`src/rtl/wdog_pkg.sv`:
```
package wdog_pkg;

  localparam int unsigned OFF_RELOAD = 'h00;
  localparam int unsigned OFF_STAT1  = 'h04;
  localparam int unsigned OFF_STAT2  = 'h06;
  localparam int unsigned OFF_CTRL   = 'h08;
  localparam int unsigned OFF_INIT   = 'h12;

  localparam int unsigned POS_TOUT1    = 3;
  localparam int unsigned POS_TOUT2    = 1;
  localparam int unsigned POS_BOOT     = 2;
  localparam int unsigned POS_HALT     = 11;
  localparam int unsigned POS_NOREBOOT = 0;

  typedef enum logic [2:0] {
    SEL_NONE, SEL_RELOAD, SEL_STAT1, SEL_STAT2, SEL_CTRL, SEL_INIT
  } reg_sel_e;

  // Accept a candidate initial value only when it reaches the floor.
  function automatic logic init_accept(input logic [15:0] cand,
                                       input int unsigned floor_v);
    return 32'(cand) >= floor_v;
  endfunction

  // Sticky flag update: a set event wins over a clear request.
  function automatic logic sticky_next(input logic cur, input logic set_ev,
                                       input logic clr_req);
    return set_ev | (cur & ~clr_req);
  endfunction

endpackage

```
`src/rtl/wdog_regs.sv`:
```
module wdog_regs
  import wdog_pkg::*;
#(
  parameter int unsigned DATA_W   = 16,
  parameter int unsigned ADDR_W   = 5,
  parameter int unsigned CNT_W    = 10,
  parameter int unsigned INIT_RST = 4,
  parameter int unsigned MIN_INIT = 4
) (
  input  logic              clk,
  input  logic              rst_n,
  input  logic [ADDR_W-1:0] addr,
  input  logic              wr_en,
  input  logic [DATA_W-1:0] wdata,
  input  logic              rd_en,
  input  logic [CNT_W-1:0]  count,
  input  logic              tout1,
  input  logic              tout2,
  input  logic              boot,
  output logic [DATA_W-1:0] rdata,
  output logic              halt,
  output logic              no_reboot,
  output logic [CNT_W-1:0]  init_val,
  output logic              reload_wr,
  output logic              clr_tout1,
  output logic              clr_tout2,
  output logic              clr_boot
);

  localparam int unsigned PAD_W = DATA_W - CNT_W;

  reg_sel_e sel;
  logic [DATA_W-1:0] rd_mux;
  logic [CNT_W-1:0]  init_cand;
  logic              init_ok;

  always_comb begin
    if      (addr == ADDR_W'(OFF_RELOAD)) sel = SEL_RELOAD;
    else if (addr == ADDR_W'(OFF_STAT1))  sel = SEL_STAT1;
    else if (addr == ADDR_W'(OFF_STAT2))  sel = SEL_STAT2;
    else if (addr == ADDR_W'(OFF_CTRL))   sel = SEL_CTRL;
    else if (addr == ADDR_W'(OFF_INIT))   sel = SEL_INIT;
    else                                  sel = SEL_NONE;
  end

  assign init_cand = wdata[CNT_W-1:0];
  assign init_ok   = init_accept(16'(init_cand), MIN_INIT);

  assign reload_wr = wr_en && (sel == SEL_RELOAD);
  assign clr_tout1 = wr_en && (sel == SEL_STAT1) && wdata[POS_TOUT1];
  assign clr_tout2 = wr_en && (sel == SEL_STAT2) && wdata[POS_TOUT2];
  assign clr_boot  = wr_en && (sel == SEL_STAT2) && wdata[POS_BOOT];

  always_ff @(posedge clk or negedge rst_n) begin
    if (!rst_n) begin
      halt      <= 1'b1;
      no_reboot <= 1'b1;
      init_val  <= CNT_W'(INIT_RST);
    end else if (wr_en) begin
      if (sel == SEL_CTRL) begin
        halt      <= wdata[POS_HALT];
        no_reboot <= wdata[POS_NOREBOOT];
      end
      if (sel == SEL_INIT && init_ok) init_val <= init_cand;
    end
  end

  always_comb begin
    rd_mux = '0;
    unique case (sel)
      SEL_RELOAD: rd_mux = {{PAD_W{1'b0}}, count};
      SEL_INIT:   rd_mux = {{PAD_W{1'b0}}, init_val};
      SEL_STAT1:  rd_mux[POS_TOUT1] = tout1;
      SEL_STAT2: begin
        rd_mux[POS_TOUT2] = tout2;
        rd_mux[POS_BOOT]  = boot;
      end
      SEL_CTRL: begin
        rd_mux[POS_HALT]     = halt;
        rd_mux[POS_NOREBOOT] = no_reboot;
      end
      default: rd_mux = '0;
    endcase
  end

  always_ff @(posedge clk or negedge rst_n) begin
    if (!rst_n)     rdata <= '0;
    else if (rd_en) rdata <= rd_mux;
  end

endmodule

```
`src/rtl/wdog_counter.sv`:
```
module wdog_counter #(
  parameter int unsigned CNT_W    = 10,
  parameter int unsigned INIT_RST = 4
) (
  input  logic             clk,
  input  logic             rst_n,
  input  logic             tick,
  input  logic             halt,
  input  logic             reload_wr,
  input  logic [CNT_W-1:0] init_val,
  output logic [CNT_W-1:0] count,
  output logic             expire
);

  logic step;

  assign step   = tick && !halt;
  assign expire = step && (count == '0) && !reload_wr;

  always_ff @(posedge clk or negedge rst_n) begin
    if (!rst_n)         count <= CNT_W'(INIT_RST);
    else if (reload_wr) count <= init_val;
    else if (expire)    count <= init_val;
    else if (step)      count <= count - 1'b1;
  end

endmodule

```
`src/rtl/wdog_escalate.sv`:
```
module wdog_escalate
  import wdog_pkg::*;
(
  input  logic clk,
  input  logic rst_n,
  input  logic expire,
  input  logic no_reboot,
  input  logic clr_tout1,
  input  logic clr_tout2,
  input  logic clr_boot,
  output logic tout1,
  output logic tout2,
  output logic boot,
  output logic stage2,
  output logic rst_req
);

  logic fire;

  assign stage2 = expire && tout1;
  assign fire   = stage2 && !no_reboot;

  always_ff @(posedge clk or negedge rst_n) begin
    if (!rst_n) begin
      tout1   <= 1'b0;
      tout2   <= 1'b0;
      boot    <= 1'b0;
      rst_req <= 1'b0;
    end else begin
      tout1   <= sticky_next(tout1, expire, clr_tout1);
      tout2   <= sticky_next(tout2, stage2, clr_tout2);
      boot    <= sticky_next(boot, fire, clr_boot);
      rst_req <= fire;
    end
  end

endmodule

```
`src/rtl/wdog_twostage.sv`:
```
module wdog_twostage #(
  parameter int unsigned DATA_W   = 16,
  parameter int unsigned ADDR_W   = 5,
  parameter int unsigned CNT_W    = 10,
  parameter int unsigned INIT_RST = 4,
  parameter int unsigned MIN_INIT = 4
) (
  input  logic              clk,
  input  logic              rst_n,
  input  logic              tick_stb,
  input  logic [ADDR_W-1:0] addr,
  input  logic              wr_en,
  input  logic [DATA_W-1:0] wdata,
  input  logic              rd_en,
  output logic [DATA_W-1:0] rdata,
  output logic              rst_req
);

  logic [CNT_W-1:0] cnt_q;
  logic [CNT_W-1:0] init_q;
  logic             halt_q;
  logic             noreboot_q;
  logic             reload_wr;
  logic             clr_tout1;
  logic             clr_tout2;
  logic             clr_boot;
  logic             expire_ev;
  logic             stage2_ev;
  logic             tout1_q;
  logic             tout2_q;
  logic             boot_q;

  wdog_regs #(
    .DATA_W(DATA_W), .ADDR_W(ADDR_W), .CNT_W(CNT_W),
    .INIT_RST(INIT_RST), .MIN_INIT(MIN_INIT)
  ) u_regs (
    .clk(clk), .rst_n(rst_n), .addr(addr), .wr_en(wr_en), .wdata(wdata),
    .rd_en(rd_en), .count(cnt_q), .tout1(tout1_q), .tout2(tout2_q),
    .boot(boot_q), .rdata(rdata), .halt(halt_q), .no_reboot(noreboot_q),
    .init_val(init_q), .reload_wr(reload_wr), .clr_tout1(clr_tout1),
    .clr_tout2(clr_tout2), .clr_boot(clr_boot)
  );

  wdog_counter #(.CNT_W(CNT_W), .INIT_RST(INIT_RST)) u_cnt (
    .clk(clk), .rst_n(rst_n), .tick(tick_stb), .halt(halt_q),
    .reload_wr(reload_wr), .init_val(init_q), .count(cnt_q),
    .expire(expire_ev)
  );

  wdog_escalate u_esc (
    .clk(clk), .rst_n(rst_n), .expire(expire_ev), .no_reboot(noreboot_q),
    .clr_tout1(clr_tout1), .clr_tout2(clr_tout2), .clr_boot(clr_boot),
    .tout1(tout1_q), .tout2(tout2_q), .boot(boot_q), .stage2(stage2_ev),
    .rst_req(rst_req)
  );

endmodule

```
`config.mk`:
```
export PLATFORM = sky130hd
export DESIGN_NAME = wdog_twostage
export DESIGN_NICKNAME = d
export VERILOG_FILES = /design/src/rtl/wdog_pkg.sv /design/src/rtl/wdog_regs.sv /design/src/rtl/wdog_counter.sv /design/src/rtl/wdog_escalate.sv /design/src/rtl/wdog_twostage.sv
export SDC_FILE = /design/constraint.sdc
export NUM_CORES = 1
export LEC_CHECK = 0
export BUFFER_PORTS_ARGS = -buffer_cell sky130_fd_sc_hd__clkbuf_2
export CORE_MARGIN = 1.5
export CORE_UTILIZATION = 50
export DETAILED_ROUTE_END_ITERATION = 7
export PLACE_DENSITY = 0.76
export SKIP_CTS_REPAIR_TIMING = 1
export SYNTH_ARGS = -nofsm -noshare
export SYNTH_HDL_FRONTEND = slang
export SYNTH_SLANG_ARGS = --single-unit
```
`constraint.sdc`:
```
create_clock -name clk -period 1.9 [get_ports clk]
set_input_delay 0.095 -clock clk [delete_from_list [all_inputs] [get_ports clk]]
set_output_delay 0.095 -clock clk [all_outputs]
set_load 0.005 [all_outputs]
```
[Yosys cells after proc, flatten, opt, wreduce, memory -nomap -nowiden]
Cells that the tools add are included.
Word-level totals
  flip-flop bits (word level): 38
  latch bits: 0
  RAM bits: 0
  memory bits (read-only): 0
  input port bits: 26
  output and inout port bits: 17
  word-level logic and storage cells: 62
  memories kept: 0
Cells by class
  $add $sub $neg: 1
  multipliers: 0
  div/mod/pow operators: 0
  $lt $le $gt $ge: 1
  equal/unequal tests: 9
  shifts and indexed selects: 0
  muxes and demuxes: 13
  bitwise operators: 9
  reduce and logical (&&, ||, !) cells: 20
Operator list (count)
  2-to-1 mux 10 bit: 3
  2-to-1 mux 3 bit: 5
  logical AND 1 bit: 12
  one-hot mux 6 bit (2 select lines): 1
  == test 5 x 3 -> 1 bit, second input constant: 2
  greater-or-equal comparator 10 x 3 -> 1 bit, second input constant: 1
  logical NOT 10 bit: 1
  subtractor 10 x 1 -> 10 bit, second input constant: 1
  == test 3 x 2 -> 1 bit, second input constant: 2
  == test 3 bit, second input constant: 2
  one-hot mux 1 bit (3 select lines): 2
  one-hot mux 2 bit (3 select lines): 1
  == test 5 x 4 -> 1 bit, second input constant: 1
  == test 5 bit, second input constant: 1
  logical NOT 5 bit: 1
  AND reduction 2 bit: 2
  AND 1 bit: 3
  == test 3 x 1 -> 1 bit, second input constant: 1
  logical NOT 1 bit: 3
  inverter 1 bit: 3
  bitwise OR 1 bit: 3
  nonzero test 3 bit: 1
  2-to-1 mux 1 bit: 1

[Depth between registers and ports, before layout]
  depth after elaboration: 13
  gate-level depth with buffers: 8
  mapped depth without buffers: 7

[Modules after synthesis]
A second synthesis with hierarchy kept.
Second synthesis, totals
  cell total of the unflattened synthesis: 205
  area total of the unflattened synthesis: 2113.3 um^2
By module, submodules not included
  wdog_regs: times used 1, cells an instance 114, area an instance 1198.6 um^2, sequential area each 579.3 um^2
  wdog_counter: times used 1, cells an instance 78, area an instance 763.2 um^2, sequential area each 251.5 um^2
  wdog_escalate: times used 1, cells an instance 13, area an instance 151.4 um^2, sequential area each 100.1 um^2

[Worst setup path after synthesis]
OpenSTA, ideal clock, no wires.
  kind: reg-to-reg
  start: reg u_cnt.count[6]
  end: reg u_cnt.count[8]
  setup time: 0.129 ns
  data arrival time: 1.582 ns
  required time: 1.771 ns
  slack: 0.189 ns
  cell stages (with the launch flop): 5
  path buffers: 0
  clock period less this slack: 1.711 ns
  path through: dfrtp_1 or3_4 or4_4 a32oi_1 o31ai_1
On the way
  cells in the longest elaborated chain, start to end: 5
  elaborated cells between the ends (all ways): 8
  classes of those cells: add/sub: 1; mux: 3; reduce/logical: 4
RTL lines
  start, declared: RTL line wdog_counter.sv:11  | output logic [CNT_W-1:0] count,
  start signal, assigned: RTL line wdog_counter.sv:21  | if (!rst_n) count <= CNT_W'(INIT_RST);
  start signal, assigned: RTL line wdog_counter.sv:22  | else if (reload_wr) count <= init_val;
  start signal, assigned: RTL line wdog_counter.sv:23  | else if (expire) count <= init_val;
  branches (longest 5 deep; another with subtractor 10 x 1 -> 10 bit)
Several ways; the timed one is not identified. The select of a mux whose other input is x is not followed.
A chain may end at the register's enable or synchronous reset.

[Final worst setup path]
  start: reg u_cnt.count[1]
  end: reg u_cnt.count[6]
The elaborated chain is that of the path after synthesis.

==> flow_metrics.py <==
metrics = {
    "clocking": {
        "clock_latency_ps": 290,
        "clk_pin_slew_ps": 70,
        "htreeDepth": 2,
        "numCtsBuffers": 5,
        "clock-sinks": 37,
        "cts_tree": "done",
        "clockRootBuffer": "clkbuf_8",
        "clockBufferDepth": 2,
    },
    "final_layout": {
        "layout_commonest_cell": "dfrtp_1",
        "seqCellArea_sq_um": 931,
        "syn2layout_area_growth_pct": 18.5,
        "fin_nets": 263,
        "final_cell_mix": "dfrtp_1 (33), clkbuf_2 (32), nor2_1 (22)",
        "final_layout_size_suffix_gt1_share_pct": 32.6,
        "num_antenna_cells": 0,
        "final.fill_count": 364,
        "multi_input_area_sq_um": 917,
    },
    "placed_design": {
        "finalWeightedCongestion": 0.962,
        "port_buffers": 32,
        "place_hpwl_um": 3320,
    },
    "drt": {
        "drtAntennaViolNets": 0,
        "dr.pass1.iters": 4,
        "routed_wl_um": 4370,
        "drc": 0,
        "vias_per_cell": 5.65,
        "vias": 1604,
        "post_drt_wl_per_cell_um": 15.4,
        "dr.first_iter.drc_count": 66,
    },
    "die": {
        "die_x_um": 65.1,
        "num_rows": 22,
        "die_h_um": 65.1,
        "die_area_sq_um": 4240,
        "num_io_pins": 43,
        "core_sq_um": 3690,
        "start_util_pct": 52.3,
    },
    "yosys": {
        "synth_warnings": 0,
        "yosysSeqAreaShare_pct": 48.3,
        "synth_edf_count": 0,
        "synth_cells": 192,
        "syn_area_sq_um": 1930,
        "ys_ff_latch": 37,
        "synthFlopType": "dfrtp_1",
        "async_reset_ff_share_pct": 100,
        "syn_area_per_cell_sq_um": 10.0,
        "synth.distinct_cells": 46,
    },
    "global_routing": {
        "grt_pass1_vias": 1518,
        "grt.total_usage_pct": 23.4,
        "grt_overflow": 0,
        "grt_max_degree": 23,
        "grt_pass1_wl_um": 7310,
        "antenna_found_initial": 0,
    },
    "run": {
        "drv_cap": 0,
    },
    "critical_path": {
        "crit_required_ps": 2070,
        "worstSetupPathType": "reg -> reg",
        "crit_buf_inv": 1,
        "arrival_ps": 2000,
        "path_cells": "inv_1 -> ha_1 -> and4bb_2 -> nand4b_4 -> nand2_1 -> a311oi_1 -> nor3_1",
        "max_stage_delay_ps": 400,
        "cp_max_fo": 11,
        "crit_family": "simple AND/OR/NAND/NOR gates",
        "crit_path_end_kind": "flip-flop",
        "worst_setup_path_start_kind": "flip-flop",
        "crit_slowest_cell": "dfrtp_1",
    },
    "min_path": {
        "hold_class": "in -> reg",
    },
    "pwr": {
        "swShare_pct": 33.2,
        "max-vdd-ir-drop_v": 0.000755,
        "p_int_mw": 1.67,
        "p_clk_share_pct": 24.1,
        "p_leak_nw": 1.07,
        "p_switching_mw": 0.827,
        "p_seq_share_pct": 46.4,
        "p_per_area_nw_per_um2": 1090,
        "combPwrFrac_pct": 29.5,
    },
    "sta": {
        "period_minus_slack_ps": 1820,
        "drv_slew": 0,
        "fin_hold_ws_ps": 37.3,
        "skew_ps": 2.13,
        "hold_viol": 0,
        "max_slew.worst_pin.slew_ps": 584,
        "period_share_pct": 95.9,
        "finalSetupTns_ps": 0,
        "setup_viol": 0,
        "slew_headroom_pct": 60.7,
        "max_freq_ghz": 0.549,
        "rsz0062_at_grt": "no",
    },
    "outcome": {
        "status": "complete, no violations",
    },
}
==> per-stage QoR <==
stage	utilization (%)	worst slack [ps]	area (sq um)	power [mW]	std cells
5_1_grt	61.9	5.54	2280	2.65	284
3_3_place_gp	58.9	131	2170	1.87	275
2_1_floorplan	-	189	1940	1.64	196
3_5_place_dp	58.9	105	2170	1.90	275
4_1_cts	61.7	90.4	2270	2.49	283
6_report	61.9	78.2	2280	2.49	284
==> kinds of logic (layout without fill, tap and decap cells) <==
group,Yosys count,in the layout,share of synthesized area (%)
and+or+nand+nor,76,76,21.2
AOI/OAI and AO/OA,44,44,15.5
DFF,37,37,48.3
buffers and inverters,17,57,4.93
muxes,15,15,8.63
adders and majority gates,2,2,1.30
other,1,5,0.194
==> cell usage after synthesis, types with 3 or more instances <==
| cell | instances | area, sq um |
|---|---|---|
| a21oi_1 | 12 | 60.1 |
| a22oi_1 | 8 | 60.1 |
| a31oi_1 | 3 | 18.8 |
| buf_2 | 4 | 20.0 |
| buf_4 | 5 | 37.5 |
| clkbuf_1 | 3 | 11.3 |
| dfrtp_1 | 33 | 826 |
| dfstp_2 | 4 | 105 |
| inv_1 | 4 | 15.0 |
| mux2_2 | 13 | 146 |
| nand2_1 | 15 | 56.3 |
| nand3_1 | 9 | 45.0 |
| nor2_1 | 22 | 82.6 |
| nor3_1 | 9 | 45.0 |
| nor4_1 | 4 | 25.0 |
| o21ai_0 | 4 | 20.0 |
| o22ai_1 | 3 | 18.8 |
| o311ai_0 | 3 | 26.3 |
==> layout make-up <==
type,count,area share (%)
clock inverters,1,0.219
clock buffers,7,4.22
flip-flops and latches,37,40.7
multi-input cells,142,40.1
inverters,4,0.657
repair buffers,45,11.4
well taps,48,2.63
==> flip-flops by register name, summed over array words and instances (netlist names) <==
signal            cells
u_regs.halt           1
u_esc.tout2           1
u_esc.tout1           1
u_cnt.count          10
u_esc.boot            1
u_regs.init_val      10
u_regs.rdata         11
u_regs.no_reboot      1
u_esc.rst_req         1
==> power groups by stage <==
stage          clock [mW]  combinational, mW  sequential [mW]
2_1_floorplan           0              0.492             1.14
3_3_place_gp            0              0.708             1.17
3_5_place_dp            0              0.724             1.17
4_1_cts             0.607              0.729             1.16
5_1_grt             0.643              0.825             1.19
6_report            0.602              0.735             1.16
==> metal layers <==
layer,track usage [%],up-vias,share of wire (%)
met3,5.14,6,5.9
li1,-,792,-
met2,35.4,50,46
met4,9.11,0,1.7
met5,0,-,0
met1,33.1,756,47
==> path summary, 6_finish.rpt <==
kind                                     start                  to  slack, ps  cells after the start
worst max register to register  u_cnt.count[1]      u_cnt.count[6]         80                      7
worst min register to register     u_esc.tout2         u_esc.tout2        490                      2
min in group asynchronous                rst_n  u_regs.init_val[3]        280                      2
max in group asynchronous                rst_n         u_regs.halt        950                      3
worst max-delay path            u_cnt.count[1]      u_cnt.count[6]         80                      7
worst min-delay path                 wdata[11]         u_regs.halt         40                      2
No activity file was read; power rests on OpenSTA's default activity.
